===== src/rtl/adc_prescaler_pkg.sv =====
package adc_prescaler_pkg;

    typedef enum logic {
        ST_HOLD = 1'b0,
        ST_RUN  = 1'b1
    } presc_state_e;

endpackage


===== src/rtl/adc_presc_ctrl.sv =====
module adc_presc_ctrl
    import adc_prescaler_pkg::*;
(
    input  logic clk,
    input  logic rst_n,
    input  logic enable,
    input  logic restart,
    input  logic wrap,
    output logic clr,
    output logic load_sel
);

    presc_state_e state_q;
    presc_state_e state_d;

    // State register
    always_ff @(posedge clk or negedge rst_n) begin
        if (!rst_n) begin
            state_q <= ST_HOLD;
        end else begin
            state_q <= state_d;
        end
    end

    // Next state: START, STOP, RESYNC (stays in RUN)
    always_comb begin
        state_d = state_q;
        unique case (state_q)
            ST_HOLD: if (enable)  state_d = ST_RUN;
            ST_RUN:  if (!enable) state_d = ST_HOLD;
            default:              state_d = ST_HOLD;
        endcase
    end

    // Outputs
    always_comb begin
        clr = 1'b1;
        unique case (state_q)
            ST_HOLD: clr = 1'b1;
            ST_RUN:  clr = !enable || restart;
            default: clr = 1'b1;
        endcase
        load_sel = clr || wrap;
    end

    // a low enable always lands the controller in HOLD
    p_hold_on_disable_r2: assert property (@(posedge clk) disable iff (!rst_n)
        !enable |=> (state_q == ST_HOLD));

    // restart in RUN keeps RUN but forces a clear
    p_restart_clears_r8: assert property (@(posedge clk) disable iff (!rst_n)
        (restart && enable) |-> clr);

endmodule


===== src/rtl/adc_presc_sel.sv =====
module adc_presc_sel #(
    parameter int CNT_W = 7,
    parameter int SEL_W = 3
) (
    input  logic             clk,
    input  logic             rst_n,
    input  logic             load,
    input  logic [SEL_W-1:0] div_sel,
    output logic [SEL_W-1:0] sel_act
);

    localparam logic [SEL_W-1:0] SEL_MIN = SEL_W'(1);
    localparam logic [SEL_W-1:0] SEL_MAX = SEL_W'(CNT_W);

    logic [SEL_W-1:0] sel_clamped;

    always_comb begin
        if (div_sel < SEL_MIN) begin
            sel_clamped = SEL_MIN;
        end else if (div_sel > SEL_MAX) begin
            sel_clamped = SEL_MAX;
        end else begin
            sel_clamped = div_sel;
        end
    end

    always_ff @(posedge clk or negedge rst_n) begin
        if (!rst_n) begin
            sel_act <= SEL_MIN;
        end else if (load) begin
            sel_act <= sel_clamped;
        end
    end

    // the active ratio only moves on a load
    p_sel_hold_r9: assert property (@(posedge clk) disable iff (!rst_n)
        !load |=> $stable(sel_act));

    // code 0 never reaches the counter as a zero tap
    p_sel_range_r4: assert property (@(posedge clk) disable iff (!rst_n)
        (sel_act >= SEL_MIN) && (sel_act <= SEL_MAX));

endmodule


===== src/rtl/adc_presc_count.sv =====
module adc_presc_count #(
    parameter int CNT_W = 7,
    parameter int SEL_W = 3
) (
    input  logic             clk,
    input  logic             rst_n,
    input  logic             clr,
    input  logic [SEL_W-1:0] sel_act,
    output logic             wrap,
    output logic             tick_rise,
    output logic             tick_fall
);

    localparam int NUM_CODES = 2 ** SEL_W;

    logic [CNT_W-1:0]     cnt_q;
    logic [NUM_CODES-1:0] term_hit;
    logic [NUM_CODES-1:0] half_hit;

    // One terminal/midpoint comparator per tap; codes beyond the counter width tie off
    for (genvar g = 0; g < NUM_CODES; g++) begin : g_tap
        if (g >= 1 && g <= CNT_W) begin : g_live
            assign term_hit[g] = (cnt_q == CNT_W'((1 << g) - 1));
            assign half_hit[g] = (cnt_q == CNT_W'((1 << (g - 1)) - 1));
        end else begin : g_tie
            assign term_hit[g] = 1'b0;
            assign half_hit[g] = 1'b0;
        end
    end

    assign wrap = !clr && term_hit[sel_act];

    always_ff @(posedge clk or negedge rst_n) begin
        if (!rst_n) begin
            cnt_q     <= '0;
            tick_rise <= 1'b0;
            tick_fall <= 1'b0;
        end else if (clr) begin
            cnt_q     <= '0;
            tick_rise <= 1'b0;
            tick_fall <= 1'b0;
        end else begin
            cnt_q     <= term_hit[sel_act] ? '0 : cnt_q + CNT_W'(1);
            tick_rise <= term_hit[sel_act];
            tick_fall <= half_hit[sel_act];
        end
    end

    // rising and falling strobes are mutually exclusive
    p_strobe_excl_r6: assert property (@(posedge clk) disable iff (!rst_n)
        !(tick_rise && tick_fall));

    // a clearing cycle leaves both strobes silent
    p_clear_quiet_r2: assert property (@(posedge clk) disable iff (!rst_n)
        clr |=> (!tick_rise && !tick_fall));

    // a rising strobe always coincides with a counter back at zero
    p_rise_origin_r3: assert property (@(posedge clk) disable iff (!rst_n)
        tick_rise |-> (cnt_q == '0));

    // a rising strobe never repeats on the next cycle
    p_rise_single_r6: assert property (@(posedge clk) disable iff (!rst_n)
        tick_rise |=> !tick_rise);

endmodule


===== src/rtl/adc_clk_prescaler.sv =====
module adc_clk_prescaler
    import adc_prescaler_pkg::*;
#(
    parameter int CNT_W = 7,
    parameter int SEL_W = 3
) (
    input  logic             clk,
    input  logic             rst_n,
    input  logic             enable,
    input  logic             restart,
    input  logic [SEL_W-1:0] div_sel,
    output logic             tick_rise,
    output logic             tick_fall
);

    logic             clr;
    logic             load_sel;
    logic             wrap;
    logic [SEL_W-1:0] sel_act;

    adc_presc_ctrl u_ctrl (
        .clk      (clk),
        .rst_n    (rst_n),
        .enable   (enable),
        .restart  (restart),
        .wrap     (wrap),
        .clr      (clr),
        .load_sel (load_sel)
    );

    adc_presc_sel #(
        .CNT_W (CNT_W),
        .SEL_W (SEL_W)
    ) u_sel (
        .clk     (clk),
        .rst_n   (rst_n),
        .load    (load_sel),
        .div_sel (div_sel),
        .sel_act (sel_act)
    );

    adc_presc_count #(
        .CNT_W (CNT_W),
        .SEL_W (SEL_W)
    ) u_count (
        .clk       (clk),
        .rst_n     (rst_n),
        .clr       (clr),
        .sel_act   (sel_act),
        .wrap      (wrap),
        .tick_rise (tick_rise),
        .tick_fall (tick_fall)
    );

    // strobes are quiet in the first cycle after reset release
    p_reset_quiet_r1: assert property (@(posedge clk)
        $rose(rst_n) |-> (!tick_rise && !tick_fall));

endmodule


===== config.mk =====
export PLATFORM = sky130hd
export DESIGN_NAME = adc_clk_prescaler
export DESIGN_NICKNAME = d
export VERILOG_FILES = /design/src/rtl/adc_prescaler_pkg.sv /design/src/rtl/adc_presc_ctrl.sv /design/src/rtl/adc_presc_sel.sv /design/src/rtl/adc_presc_count.sv /design/src/rtl/adc_clk_prescaler.sv
export SDC_FILE = /design/constraint.sdc
export NUM_CORES = 1
export LEC_CHECK = 0
export ABC_AREA = 0
export BUFFER_PORTS_ARGS = -buffer_cell sky130_fd_sc_hd__buf_2
export CAP_MARGIN = 20
export CELL_PAD_IN_SITES_DETAIL_PLACEMENT = 1
export CELL_PAD_IN_SITES_GLOBAL_PLACEMENT = 1
export CORE_AREA = 2 2 46 69
export DETAILED_ROUTE_END_ITERATION = 16
export DIE_AREA = 0 0 48 71
export PLACE_DENSITY_LB_ADDON = 0.1
export SETUP_SLACK_MARGIN = 0.2
export SLEW_MARGIN = 20
export SYNTH_ARGS = -nofsm -noshare
export SYNTH_HDL_FRONTEND = slang
export SYNTH_SLANG_ARGS = --single-unit

===== constraint.sdc =====
create_clock -name clk -period 1.86 [get_ports clk]
set_input_delay 0.186 -clock clk [delete_from_list [all_inputs] [get_ports clk]]
set_output_delay 0.186 -clock clk [all_outputs]
set_load 0.05 [all_outputs]

==> qor.csv, run 1 <==
stage;metric;value;unit
sta;Worst Hold Slack;0.0561;ns
logic_synthesis;yosys warns;0;
status;status;complete, no violations;
logic_synthesis;Net Count, Synth;86;
grt;vias in the first global route;648;
sta;Fin. Hold Viols;0;
logic_synthesis;register bit total from synthesis;13;
floorplan;Die Y-Extent;71;um
pwr;Flop pwr share;0.457;
placed_design;worst slack, placed;0.0654;ns
placed_design;Post-DP HPWL;1.40;mm
setup_path;reg2reg start;u_count.cnt_q[0];
pwr;combinational share of power;0.147;
sta;Tightest Pin Transition;0.316;ns
clock_tree;Sink Count;13;
pwr;clock group share of total power;0.395;
setup_path;R2R Setup Slk;0.15;ns
pwr;Switching Fraction;0.256;
pwr;Max VDD drop;0.307;mV
sta;Period minus WS final;1.71;ns
setup_path;Max stage delay on crit path;0.43;ns
pwr;Pwr Density;624;nW/um^2
floorplan;initial core utilization;0.280;
drt;antenna-violating nets left;0;
grt;largest net degree at the start of global routing;14;
worst_hold_path;Worst Hold Class;input pin to flip-flop;
pwr;internal power;0.000494;W
sta;Relative slew margins;0.789;
pwr;NetSw;0.000170;W
pwr;Leakage;0.455;nW
layout;Layout fillers;330;
setup_path;crit-path leading delay family;compound AO/OA/AOI/OAI gates;
setup_path;Reg2Reg Depth;6;
clock_tree;TritonCTS clock tree;done;
grt;All-Layer GR Usage;0.135;
sta;Clock Skews;0.00303;ns
logic_synthesis;mapped cell area;798;sq um
clock_tree;worst skew pair latency;0.25;ns
logic_synthesis;Synth Flop Type;dfrtp_1;
drt;average wire per standard cell;14.4;um
setup_path;Worst path most repeated cell;o211ai_4;
setup_path;end of the critical path;u_sel.sel_act[1];
setup_path;CP Launch Type;flip-flop;
placed_design;I/O Buffers;8;
sta;setup tns final;0;ns
run;max capacitance violation total;0;
sta;RSZ-0062 raised after global routing;yes;
clock_tree;CTS Root Cell;clkbuf_8;
layout;Layout Nets;108;
placed_design;global placer's final weighted congestion;0.795;
layout;post-layout util;0.373;
setup_path;Setup crit start;u_count.cnt_q[0];
layout;Design Area, Final;1060;sq um
setup_path;RR Endpoint;u_sel.sel_act[1];
logic_synthesis;Syn Inst Count;75;
placed_design;Cell Area, Placed;933;sq um
setup_path;CP max-delay cell;dfrtp_2;
floorplan;Die Area;3410;sq um
drt;vias per cell;4.73;
sta;final-report max-slew violation count;0;
sta;Final WS setup;0.150;ns
sta;Final period util;0.919;
clock_tree;CTS Buf Count;3;
logic_synthesis;Yosys cell types;33;
drt;wirelength, routed;1.94;mm
setup_path;Crit. path cell count;6;
grt;initial antenna violation count;0;
setup_path;worst-path maximum fanout;4;
sta;Final Setup Violations;0;
clock_tree;clock-pin slew on the worst setup and hold paths;0.06;ns
clock_tree;H-tree levels;1;
grt;global-route wire length before repair;3.17;mm
logic_synthesis;Syn Area/Cell;10.6;sq um
sta;highest clock rate;585;MHz
floorplan;site row count;24;
logic_synthesis;asr flop ratio synth;1.00;
floorplan;IO Pins;9;
layout;share of layout cells above drive strength 1;0.448;
setup_path;WP data arrival;1.84;ns
layout;ant diodes;0;
setup_path;Buf/Inv on CP;0;
layout;area growth from synthesis to layout;33.4;%
setup_path;Setup CP Type;flip-flop to flip-flop;
grt;GRT overflow;0;
drt;DRC;0;
setup_path;Worst Path Required;1.99;ns
drt;vias;639;
logic_synthesis;post-synthesis sequential area ratio;0.409;
floorplan;die extent in x;48;um
drt;Initial DRT Pass Iterations;3;
floorplan;core area;2850;sq um
setup_path;Critical Path End Type;flip-flop;
logic_synthesis;Post-synth EDFFs;0;
drt;initial DRC count;3;
setup_path;crit path cell chain;ha_4, and3_4, a31o_4, o211ai_4, o211ai_4, mux2_4;
clock_tree;Clock Path Buffers;2;
==> per-stage QoR <==
| step | instances | total power [W] |
|---|---|---|
| finish | 135 | 0.000664 |
| global route | 135 | 0.000694 |
| CTS | 133 | 0.000669 |
| detailed placement | 125 | 0.000392 |
| global placement | 125 | 0.000392 |
| floorplan | 75 | 0.000361 |
==> cell families after synthesis <==
family	after synthesis	share of synthesized area
and+or+nand+nor	26	0.176
AOI/OAI and AO/OA	14	0.169
muxes	3	0.0517
adders and majority gates	4	0.0627
buffers and inverters	8	0.0549
DFF	13	0.409
xor gates and xnor gates	7	0.0768
==> power by group through the flow <==
stage	Combinational, W	Clock [W]	Sequential, W
floorplan	0.0000569	0	0.000304
global placement	0.0000834	0	0.000308
detailed placement	0.0000839	0	0.000308
CTS	0.0000928	0.000272	0.000304
global route	0.000107	0.000282	0.000305
finish	0.0000978	0.000263	0.000304
==> placed cells by master (no fill, tap or decap), types with 3 or more instances in the layout <==
cell | Yosys | routed
inv_1 | 4 | 4
xor2_1 | 4 | 4
nor2_1 | 11 | 11
ha_1 | 4 | 3
xnor2_1 | 3 | 3
dfrtp_1 | 12 | 9
dfrtp_2 | 0 | 3
buf_2 | 2 | 8
clkbuf_8 | 0 | 3
buf_4 | 1 | 12
==> worst min-delay path by stage <==
stage | start | end | slack, ns | depth (start not counted)
2_1_floorplan | rst_n | u_count.cnt_q[0] | -0.11 | 0
3_3_place_gp | rst_n | u_count.cnt_q[6] | 0.10 | 1
3_5_place_dp | rst_n | u_count.cnt_q[5] | 0.10 | 1
4_1_cts | enable | u_ctrl.state_q | 0.06 | 1
5_1_grt | enable | u_ctrl.state_q | 0.06 | 1
6_report | enable | u_ctrl.state_q | 0.06 | 1
==> synthesized netlist by cell type (3+ instances only) <==
library cell	count	share of area
xnor2_1	3	0.033
ha_1	4	0.063
inv_1	4	0.019
dfrtp_1	12	0.38
nor2_1	11	0.052
xor2_1	4	0.044
==> cell type report <==
class	instances	area (sq um)	share of cell area
Multi-Input combinational cell	54	485	0.456
Sequential cell	13	330	0.310
Tap cell	39	48.8	0.0458
Inverter	4	15.0	0.0141
Clock buffer	4	45.0	0.0423
Timing Repair Buffer	21	140	0.132
==> flip-flops by register name, summed over array words and instances, names as in the netlist <==
register and count:
u_count.tick_rise 1, u_count.cnt_q 7, u_sel.sel_act 3, u_count.tick_fall 1, u_ctrl.state_q 1
==> per-layer routing <==
layer	track usage	vias up	routed length (um)	part of all wire
met5	0	-	0	0
met4	0.0631	0	44	0.023
met3	0.0306	5	35	0.018
met2	0.215	6	1110	0.57
met1	0.164	326	745	0.38
li1	-	302	-	-
==> repair_timing <==
| action | in CTS | in global routing |
|---|---|---|
| endpoints found under the setup margin | 11 | 11 |
| endpoints found under the hold margin | 12 | 0 |
| setup buffers | 3 | 2 |
| pin swaps | 2 | 1 |
| hold buffers | 1 | 0 |
| gates resized for setup | 6 | 1 |
No activity file was read; power rests on OpenSTA's default activity.
==> run 2, diff against run 1 <==
==> constraint.sdc (replaced) <==
create_clock -name clk -period 1.86 [get_ports clk]
set_input_delay 0.372 -clock clk [delete_from_list [all_inputs] [get_ports clk]]
set_output_delay 0.372 -clock clk [all_outputs]
set_load 0.05 [all_outputs]
==> run 2 against run 1 <==
Against the previous run: non-clock buffer count decreased by 1; first-iteration DRC count decreased by 67%; clock skew about the same; register-to-register slack about the same; core utilization decreased by 0.35 points; final area decreased by 0.94%; clock power about the same; final cell count decreased by 0.74%; routed wire length unchanged; global-route usage unchanged; power decreased by 0.14%; critical endpoint unchanged.
==> qor.csv, run 2 (same netlist as run 1, synthesis figures left out) <==
stage;metric;value;unit
sta;Period minus WS final;1.71;ns
sta;highest clock rate;585;MHz
sta;Tightest Pin Transition;0.316;ns
sta;Clock Skews;0.00254;ns
setup_path;WP data arrival;1.84;ns
pwr;Power, Total;0.000663;W
floorplan;Die Y-Extent;71;um
worst_hold_path;Worst Hold Class;input pin to asynchronous set/reset pin;
setup_path;Worst path most repeated cell;o211ai_4;
clock_tree;CTS Root Cell;clkbuf_8;
pwr;clock group share of total power;0.397;
pwr;Flop pwr share;0.458;
sta;Final Setup Violations;0;
drt;DRC;0;
layout;register area;330;sq um
sta;final-report max-slew violation count;0;
run;max capacitance violation total;0;
grt;GRT overflow;0;
grt;largest net degree at the start of global routing;14;
sta;Relative slew margins;0.789;
floorplan;core area;2850;sq um
pwr;Max VDD drop;0.306;mV
pwr;Leakage;0.451;nW
floorplan;site row count;24;
placed_design;I/O Buffers;8;
placed_design;Post-DP HPWL;1.40;mm
setup_path;Critical Path End Type;flip-flop;
grt;vias in the first global route;648;
drt;initial DRC count;1;
layout;ant diodes;0;
layout;largest registers;u_count.cnt_q (7), u_sel.sel_act (3);
sta;Final period util;0.919;
placed_design;global placer's final weighted congestion;0.795;
grt;global-route wire length before repair;3.17;mm
drt;vias;637;
setup_path;Worst Path Required;2.00;ns
drt;average wire per standard cell;14.5;um
clock_tree;CTS Buf Count;3;
floorplan;IO Pins;9;
floorplan;die extent in x;48;um
drt;Initial DRT Pass Iterations;3;
clock_tree;Clock Path Buffers;2;
grt;All-Layer GR Usage;0.135;
setup_path;crit path cell chain;ha_4, and3_4, a31o_4, o211ai_4, o211ai_4, mux2_4;
drt;vias per cell;4.75;
layout;Design Area, Final;1050;sq um
placed_design;Cell Area, Placed;933;sq um
setup_path;worst-path maximum fanout;4;
grt;initial antenna violation count;0;
clock_tree;Sink Count;13;
clock_tree;CTS Hold Bufs;0;
layout;Post-Layout Cell Count;134;
layout;share of layout cells above drive strength 1;0.453;
clock_tree;TritonCTS clock tree;done;
clock_tree;clock-pin slew on the worst setup and hold paths;0.06;ns
drt;wirelength, routed;1.94;mm
layout;commonest non-fill, non-tap cells in the layout;buf_4 (12), nor2_1 (11), dfrtp_1 (9);
pwr;Pwr Density;629;nW/um^2
layout;Layout fillers;331;
setup_path;Max stage delay on crit path;0.43;ns
sta;RSZ-0062 raised after global routing;yes;
pwr;NetSw;0.000170;W
status;status;complete, no violations;
layout;post-layout util;0.370;
layout;most common cell after layout, fill and taps aside;buf_4;
clock_tree;H-tree levels;1;
setup_path;CP max-delay cell;dfrtp_2;
layout;area growth from synthesis to layout;32.1;%
setup_path;Setup CP Type;flip-flop to flip-flop;
floorplan;Die Area;3410;sq um
setup_path;CP Launch Type;flip-flop;
layout;number of flip-flops in the largest register;7;
layout;Multi-input gate area;485;sq um
drt;antenna-violating nets left;0;
floorplan;initial core utilization;0.280;
sta;setup tns final;0;ns
layout;most flop-heavy register;u_count.cnt_q;
layout;Layout Nets;107;
pwr;internal power;0.000493;W
placed_design;DP Cell Count;125;
sta;Fin. Hold Viols;0;
pwr;combinational share of power;0.145;
pwr;Switching Fraction;0.257;
clock_tree;worst skew pair latency;0.25;ns
[run 2: cell types whose count changed in the layout (fill, tap and decap cells not counted), sizes merged]
| cell | previous run | this run |
|---|---|---|
| dlygate4sd3 | 1 | 0 |
[run 2: per-stage QoR]
stage                     hold slack, ns  setup WS (ns)
after global routing              0.0309         0.0992
after global placement             0.291         0.0818
final                            0.00641          0.151
after detailed placement           0.291         0.0654
after floorplan                   0.0764         0.0692
after CTS                         0.0197          0.139
[run 2: metal layers]
metal	wire length, um	up-vias	track usage
met3	39	5	0.0306
met4	44	0	0.0631
met1	743	326	0.164
met5	0	-	0
li1	-	300	-
met2	1110	6	0.215
[run 2: repair_timing]
action / 4_1_cts / 5_1_grt
gates resized for setup: 6 / 1
endpoints found under the setup margin: 11 / 11
pin swaps: 2 / 1
gates cloned: 0 / 0
setup buffers: 3 / 2
[run 2: worst max-delay path: cells and delay by family, from the launching register on]
family	cells	cell delay (ns)
AOI/OAI and AO/OA	3	0.53
DFF	1	0.43
muxes	1	0.31
adders and majority gates	1	0.17
and+or+nand+nor	1	0.16
[run 2: layout make-up]
cell class | instances | share of cell area
clock buffers | 4 | 0.0427
flip-flops and latches | 13 | 0.313
inverters | 4 | 0.0142
well taps | 39 | 0.0463
repair buffers | 20 | 0.123
multi-input cells | 54 | 0.460
[run 2: worst paths after layout]
check	startpoint	to	slack [ns]	depth (start not counted)
setup / recovery	u_count.cnt_q[0]	u_sel.sel_act[1]	0.15	6
hold / removal	rst_n	u_count.cnt_q[5]	0.006	1
setup reg to reg	u_count.cnt_q[0]	u_sel.sel_act[1]	0.15	6
min in group clk	enable	u_ctrl.state_q	0.24	1
hold reg to reg	u_ctrl.state_q	u_count.tick_rise	0.62	3
max in group asynchronous	rst_n	u_sel.sel_act[0]	1.56	1
[run 2: power groups by stage]
| stage | Clock (W) | Combinational (W) | Sequential, W |
|---|---|---|---|
| CTS | 0.000272 | 0.0000911 | 0.000304 |
| global placement | 0 | 0.0000834 | 0.000308 |
| floorplan | 0 | 0.0000569 | 0.000304 |
| finish | 0.000263 | 0.0000962 | 0.000304 |
| global route | 0.000282 | 0.000105 | 0.000305 |
| detailed placement | 0 | 0.0000839 | 0.000308 |
==> run 3, diff against run 2 <==
- RECOVER_POWER: default -> 25
==> run 3 against run 2 <==
Against the previous run: first-iteration DRC count unchanged; global-route usage unchanged; via count unchanged.
==> qor.csv, run 3 (same netlist as run 1, synthesis figures left out) <==
stage;metric;value;unit
drt;Initial DRT Pass Iterations;3;
clock_tree;Sink Count;13;
clock_tree;CTS Buf Count;3;
sta;Fin. Hold Viols;0;
sta;setup tns final;0;ns
sta;Final Setup Violations;0;
pwr;Max VDD drop;0.306;mV
clock_tree;Clock Path Buffers;2;
floorplan;site row count;24;
drt;antenna-violating nets left;0;
setup_path;CP Launch Type;flip-flop;
setup_path;Critical Path End Type;flip-flop;
layout;Multi-input gate area;485;sq um
clock_tree;worst skew pair latency;0.25;ns
sta;Period minus WS final;1.71;ns
grt;largest net degree at the start of global routing;14;
floorplan;IO Pins;9;
drt;DRC;0;
floorplan;die extent in x;48;um
sta;Relative slew margins;0.499;
layout;Layout fillers;330;
setup_path;CP max-delay cell;dfrtp_2;
sta;Tightest Pin Transition;0.752;ns
clock_tree;clock-pin slew on the worst setup and hold paths;0.06;ns
clock_tree;TritonCTS clock tree;done;
sta;final-report max-slew violation count;0;
sta;RSZ-0062 raised after global routing;yes;
placed_design;Post-DP HPWL;1.40;mm
setup_path;R2R Setup Slk;0.15;ns
setup_path;Max stage delay on crit path;0.43;ns
floorplan;Die Area;3410;sq um
layout;post-layout util;0.369;
placed_design;I/O Buffers;8;
drt;vias per cell;4.75;
clock_tree;CTS Hold Bufs;0;
layout;area growth from synthesis to layout;32.0;%
pwr;Leakage;0.448;nW
pwr;Pwr Density;629;nW/um^2
sta;Final period util;0.920;
floorplan;Die Y-Extent;71;um
setup_path;Worst Path Required;2.00;ns
layout;register area;330;sq um
clock_tree;H-tree levels;1;
sta;Clock Skews;0.00254;ns
grt;All-Layer GR Usage;0.135;
layout;share of layout cells above drive strength 1;0.442;
placed_design;DP Cell Count;125;
run;max capacitance violation total;0;
layout;number of flip-flops in the largest register;7;
setup_path;Worst path most repeated cell;o211ai_4;
layout;ant diodes;0;
layout;Post-Layout Cell Count;134;
grt;initial antenna violation count;0;
setup_path;WP data arrival;1.85;ns
layout;most common cell after layout, fill and taps aside;buf_4;
drt;average wire per standard cell;14.5;um
grt;GRT overflow;0;
worst_hold_path;Worst Hold Class;input pin to asynchronous set/reset pin;
setup_path;crit path cell chain;ha_4, and3_4, a31o_4, o211ai_4, o211ai_4, mux2_4;
clock_tree;CTS Root Cell;clkbuf_8;
placed_design;global placer's final weighted congestion;0.795;
setup_path;Setup CP Type;flip-flop to flip-flop;
setup_path;worst-path maximum fanout;4;
drt;wirelength, routed;1.94;mm
layout;commonest non-fill, non-tap cells in the layout;buf_4 (12), nor2_1 (11), dfrtp_1 (9);
sta;highest clock rate;585;MHz
grt;global-route wire length before repair;3.17;mm
drt;vias;637;
status;status;complete, no violations;
layout;largest registers;u_count.cnt_q (7), u_sel.sel_act (3);
grt;vias in the first global route;648;
layout;most flop-heavy register;u_count.cnt_q;
floorplan;core area;2850;sq um
layout;Layout Nets;107;
floorplan;initial core utilization;0.280;
drt;initial DRC count;1;
[run 3: cell types whose count changed in the layout (fill, tap and decap cells not counted), sizes merged]
cell    previous run  this run
buf               20        19
clkbuf             4         5
[run 3: cell type report]
class                      instances  area share
clock buffer                       4      0.0428
inverter                           4      0.0143
tap                               39      0.0463
sequential                        13       0.314
multi-input combinational         54       0.461
timing repair buffer              20       0.122
[run 3: where the power goes]
| group | switching (W) | leakage [nW] | total (W) | internal, W |
|---|---|---|---|---|
| logic | 0.0000476 | 0.259 | 0.0000959 | 0.0000482 |
| registers | 0.0000113 | 0.166 | 0.000304 | 0.000293 |
| clock network | 0.000111 | 0.0228 | 0.000263 | 0.000152 |
| total | 0.000170 | 0.448 | 0.000663 | 0.000493 |
[run 3: critical path: cells and delay by family (launching register included)]
family	cells	cell delay, ns
AOI/OAI and AO/OA	3	0.53
adders and majority gates	1	0.17
muxes	1	0.31
DFF	1	0.43
and+or+nand+nor	1	0.16
[run 3: path summary, 6_finish.rpt]
path                                  start           endpoint  cells past startpoint
max                        u_count.cnt_q[0]   u_sel.sel_act[1]                      6
min                                   rst_n   u_count.cnt_q[5]                      1
max reg2reg                u_count.cnt_q[0]   u_sel.sel_act[1]                      6
min reg2reg                  u_ctrl.state_q  u_count.tick_rise                      3
max in group asynchronous             rst_n   u_count.cnt_q[1]                      1
min in group clk                     enable     u_ctrl.state_q                      1
[run 3: stage by stage]
step / instance area [sq um] / hold WS, ns / total power [W] / setup slack [ns]
6_report: 1050 / 0.161 / 0.000663 / 0.150
5_1_grt: 1050 / 0.233 / 0.000692 / 0.0992
4_1_cts: 1030 / 0.0197 / 0.000667 / 0.139
3_5_place_dp: 933 / 0.291 / 0.000392 / 0.0654
3_3_place_gp: 933 / 0.291 / 0.000392 / 0.0818
2_1_floorplan: 823 / 0.0764 / 0.000361 / 0.0692
[run 3: layer usage]
layer / share of wire / routed length (um) / GRT usage / up-vias
met4: 0.023 / 44 / 0.0631 / 0
met5: 0 / 0 / 0 / -
li1: - / - / - / 300
met3: 0.020 / 38 / 0.0306 / 5
met1: 0.38 / 742 / 0.164 / 326
met2: 0.57 / 1110 / 0.215 / 6
[run 3: what timing repair did]
item	4_1_cts	5_1_grt
setup endpoints to repair	11	11
pin swaps	2	1
setup buffers	3	2
resized for setup	6	1
